File: config.mk
export PLATFORM = sky130hd
export DESIGN_NAME = brg_err_nmi
export DESIGN_NICKNAME = d
export VERILOG_FILES = /design/src/rtl/brg_err_nmi.sv
export SDC_FILE = /design/constraint.sdc
export NUM_CORES = 1
export LEC_CHECK = 0
export BUFFER_PORTS_ARGS = -buffer_cell sky130_fd_sc_hd__clkbuf_2
export CAP_MARGIN = 0
export CORE_MARGIN = 1
export CORE_UTILIZATION = 30
export DETAILED_ROUTE_END_ITERATION = 12
export PLACE_DENSITY_LB_ADDON = 0.25
export SLEW_MARGIN = 20
export SYNTH_ARGS = -nofsm -noshare
export SYNTH_HDL_FRONTEND = slang
export SYNTH_SLANG_ARGS = --single-unit
File: constraint.sdc
create_clock -name clk -period 1.2 [get_ports clk]
set_input_delay 0.12 -clock clk [delete_from_list [all_inputs] [get_ports clk]]
set_output_delay 0.12 -clock clk [all_outputs]
set_load 0.05 [all_outputs]
File: src/rtl/brg_err_nmi.sv
module brg_err_nmi (
  input  logic        clk,
  input  logic        rst_n,
  input  logic        cfg_we,
  input  logic [3:0]  cfg_be,
  input  logic [31:0] cfg_wdata,
  output logic [31:0] cfg_rdata,
  input  logic        serr_evt,
  input  logic        perr_evt,
  output logic        nmi_req,
  output logic        retry_en,
  output logic        lock_in_en,
  output logic        pos_dec_en,
  output logic        sub_dec_dis,
  output logic        stagger_en,
  output logic [2:0]  sys_cfg
);
  localparam int B_SERR_F  = 7;
  localparam int B_PERR_F  = 6;
  localparam int B_SERR_EN = 5;
  localparam int B_PERR_EN = 4;
  localparam int B_LOCK    = 8;
  localparam int B_RETRY   = 9;
  localparam int B_SUBDIS  = 12;
  localparam int B_POSDEC  = 13;
  localparam int B_STAG    = 14;

  logic serr_f, perr_f, serr_en, perr_en;
  logic lane0, lane1;
  logic clr_serr, clr_perr;

  assign lane0    = cfg_we & cfg_be[0];
  assign lane1    = cfg_we & cfg_be[1];
  assign clr_serr = lane0 & cfg_wdata[B_SERR_F];
  assign clr_perr = lane0 & cfg_wdata[B_PERR_F];

  always_ff @(posedge clk) begin
    if (!rst_n) begin
      serr_f <= 1'b0;
      perr_f <= 1'b0;
    end else begin
      serr_f <= serr_evt | (serr_f & ~clr_serr);
      perr_f <= perr_evt | (perr_f & ~clr_perr);
    end
  end

  always_ff @(posedge clk) begin
    if (!rst_n) begin
      serr_en <= 1'b0;
      perr_en <= 1'b0;
      sys_cfg <= 3'd0;
    end else if (lane0) begin
      serr_en <= cfg_wdata[B_SERR_EN];
      perr_en <= cfg_wdata[B_PERR_EN];
      sys_cfg <= cfg_wdata[2:0];
    end
  end

  always_ff @(posedge clk) begin
    if (!rst_n) begin
      lock_in_en  <= 1'b0;
      retry_en    <= 1'b0;
      sub_dec_dis <= 1'b0;
      pos_dec_en  <= 1'b0;
      stagger_en  <= 1'b0;
    end else if (lane1) begin
      lock_in_en  <= cfg_wdata[B_LOCK];
      retry_en    <= cfg_wdata[B_RETRY];
      sub_dec_dis <= cfg_wdata[B_SUBDIS];
      pos_dec_en  <= cfg_wdata[B_POSDEC];
      stagger_en  <= cfg_wdata[B_STAG];
    end
  end

  assign nmi_req = (serr_f & serr_en) | (perr_f & perr_en);

  always_comb begin
    cfg_rdata            = '0;
    cfg_rdata[2:0]       = sys_cfg;
    cfg_rdata[B_PERR_EN] = perr_en;
    cfg_rdata[B_SERR_EN] = serr_en;
    cfg_rdata[B_PERR_F]  = perr_f;
    cfg_rdata[B_SERR_F]  = serr_f;
    cfg_rdata[B_LOCK]    = lock_in_en;
    cfg_rdata[B_RETRY]   = retry_en;
    cfg_rdata[B_SUBDIS]  = sub_dec_dis;
    cfg_rdata[B_POSDEC]  = pos_dec_en;
    cfg_rdata[B_STAG]    = stagger_en;
  end
endmodule

==> impl_metrics.csv <==
group,metric,value,unit
run_status,status,"finished, final reports clean",
global_route,grt_first_pass_wirelength,2000,µm
clocking,cts_tree,"done",
worst_setup_path,reg2regPathDepth,2,
worst_setup_path,cp_data_arrival_time,1020,ps
clocking,cts_buffers,3,
placed_design,place_inst,138,
sta,maxSlewViolCount,0,
routing,met3_length,156,µm
worst_setup_path,rrSetupSlack,520,ps
placed_design,io_buffers,39,
logic_synthesis,synth_cell_types,14,
worst_hold_path,hold_path_depth,2,
sta,fmax,874,MHz
sta,clock-skew-final,0,ps
logic_synthesis,synth_area,717,µm²
worst_setup_path,critPathMaxStageDelay,330,ps
clocking,clkLatencyLatePin,270,ps
logic_synthesis,synthCells,88,
global_route,antenna_found_initial,0,
power_and_ir_drop,leakage,0.413,nW
worst_setup_path,reg2reg_from,"perr_f",
worst_hold_path,min-delay-start,"cfg_wdata[6]",
final_layout,fin_area,786,µm²
logic_synthesis,synth_seq_cells,12,
worst_hold_path,min_path_type,"input port to flop",
sta,hold_viol_final,0,
worst_setup_path,cp.required,1080,ps
power_and_ir_drop,power_density,1430,nW/µm²
job,cap_violations,0,
routing,wl,1270,µm
clocking,clockBufferDepth,2,
global_route,grt_pass1_vias,471,
clocking,cts_resized,0,
routing,detailedRoute.firstPassIterationCount,4,
routing,drc_errors,0,
floorplan,die-area,2590,µm²
worst_setup_path,critPathMaxFanout,3,
logic_synthesis,synth_warnings,0,
routing,drt_iter0_drc,4,
worst_setup_path,worstPathBufferInverterCount,1,
sta,fin_crit_sh,95.4,%
final_layout,stdcell_count,142,
sta,rsz0062_at_grt,"false",
floorplan,die_x,50.9,µm
sta,fin_crit,1140,ps
worst_setup_path,cp_top_family,"flip-flops",
final_layout,synthToLayoutAreaGrowth,9.60,%
routing,drt-vias-per-instance,4.13,
floorplan,row_count,17,
clocking,postCtsSetupBuffers,0,
power_and_ir_drop,fin_total_pwr,1.13,mW
clocking,cts.sink_count,12,
logic_synthesis,syn_avg_cell_area,8.15,µm²
logic_synthesis,synth-seq-area-share,33.5,%
sta,worst_slack,55.8,ps
sta,setup_viol,0,
worst_hold_path,hold-path-endpoint,"perr_f",
routing,vias,586,
routing,wl_met1,541,µm
final_layout,nNetsFinal,156,
global_route,gr-usage-all-layers,10.9,%
worst_setup_path,path_cells,"a22o_1 -> buf_2",
clocking,root_buffer,"clkbuf_4",
floorplan,core,2230,µm²
floorplan,die_h,50.9,µm
worst_setup_path,worst_path_max_delay_cell,"dfxtp_1",
worst_setup_path,r2r_end,"perr_f",
global_route,grt_max_degree,23,
final_layout,final_layout_size_suffix_gt1_share,38.6,%
power_and_ir_drop,ir_drop,519,µV
global_route,globalRouteOverflowTotal,0,
clocking,cts.htree.levels,1,
routing,wl_met2,560,µm
clocking,clk_pin_slew,80,ps
worst_setup_path,critPathKind,"flop to primary output",
floorplan,num_io_pins,82,
worst_setup_path,startpoint_type,"flop",
placed_design,dp_hpwl,1000,µm
worst_setup_path,crit_path_end_kind,"primary output",
routing,top_layer,"met4",
floorplan,start_util,32.1,%
routing,wl_per_cell,8.94,µm
sta,setup_tns,0,ps
placed_design,place_area,749,µm²
placed_design,place_ws,325,ps
placed_design,gp_congestion,0.643,
final_layout,antenna_cells,0,
clocking,hold_buffers,0,
routing,ant_nets,0,
## worst max-delay path by stage
stage | slack, ps | end | startpoint | cells after the start
4_1_cts | 10 | nmi_req | perr_f | 2
3_3_place_gp | 330 | nmi_req | perr_f | 2
2_1_floorplan | 170 | cfg_rdata[12] | sub_dec_dis | 1
3_5_place_dp | 320 | nmi_req | perr_f | 2
5_1_grt | 4 | nmi_req | perr_en | 2
6_report | 60 | nmi_req | perr_f | 2
## metal layers
| metal | global-route usage [%] | vias to the layer above |
|---|---|---|
| li1 | - | 296 |
| met1 | 12.1 | 244 |
| met2 | 17.1 | 44 |
| met3 | 3.57 | 2 |
| met4 | 8.33 | 0 |
| met5 | 0 | - |
## registers in the layout, summed over array words and instances (netlist names)
name	flops
perr_f	1
lock_in_en	1
sys_cfg	3
serr_en	1
pos_dec_en	1
perr_en	1
stagger_en	1
retry_en	1
serr_f	1
sub_dec_dis	1
## layout by cell type (no fill, tap or decap)
cell type	instances
clkbuf_2	38
conb_1	20
dfxtp_1	12
nand2_1	10
nand4_1	10
o21ai_0	7
o21ai_1	5
clkbuf_4	3
inv_1	2
a31oi_1	2
a22o_1	1
and2_4	1
and2_1	1
clkbuf_8	1
buf_2	1
## cells in the mapped netlist (all sizes together)
library cell	n	area (µm²)
dfxtp	12	240
buf	36	269
nand2	10	37.5
inv	2	7.51
o21ai	12	60.1
a22o	1	8.76
and2	2	15.0
a31oi	2	12.5
nand4	10	62.6
conb	1	3.75
## area by class of cell
class,instances,area (µm²)
fill,257,1450
multi-input combinational,57,272
sequential,12,240
timing repair buffer,39,195
clock buffer,4,36.3
tap,28,35.0
inverter,2,7.51
## cells by family (layout without fill, tap and decap cells)
logic type | after synthesis | count (layout) | share of synthesized area, %
other cells | 1 | 20 | 0.523
compound gates | 15 | 15 | 11.3
flops | 12 | 12 | 33.5
buf+inv | 38 | 45 | 38.6
simple gates | 22 | 22 | 16.1
## report_power, final
group	total (mW)	switching [mW]	internal [mW]	leakage [nW]
registers	0.435	0.0154	0.420	0.0986
logic	0.373	0.314	0.0583	0.294
clock network	0.318	0.134	0.184	0.0210
## metrics by stage
step,utilization [%],hold WS [ps]
6_report,35.2,37.5
5_1_grt,35.2,21.7
4_1_cts,35.2,30.1
3_5_place_dp,33.6,323
3_3_place_gp,33.6,313
2_1_floorplan,-,220
(Power assumes the default switching activity.)
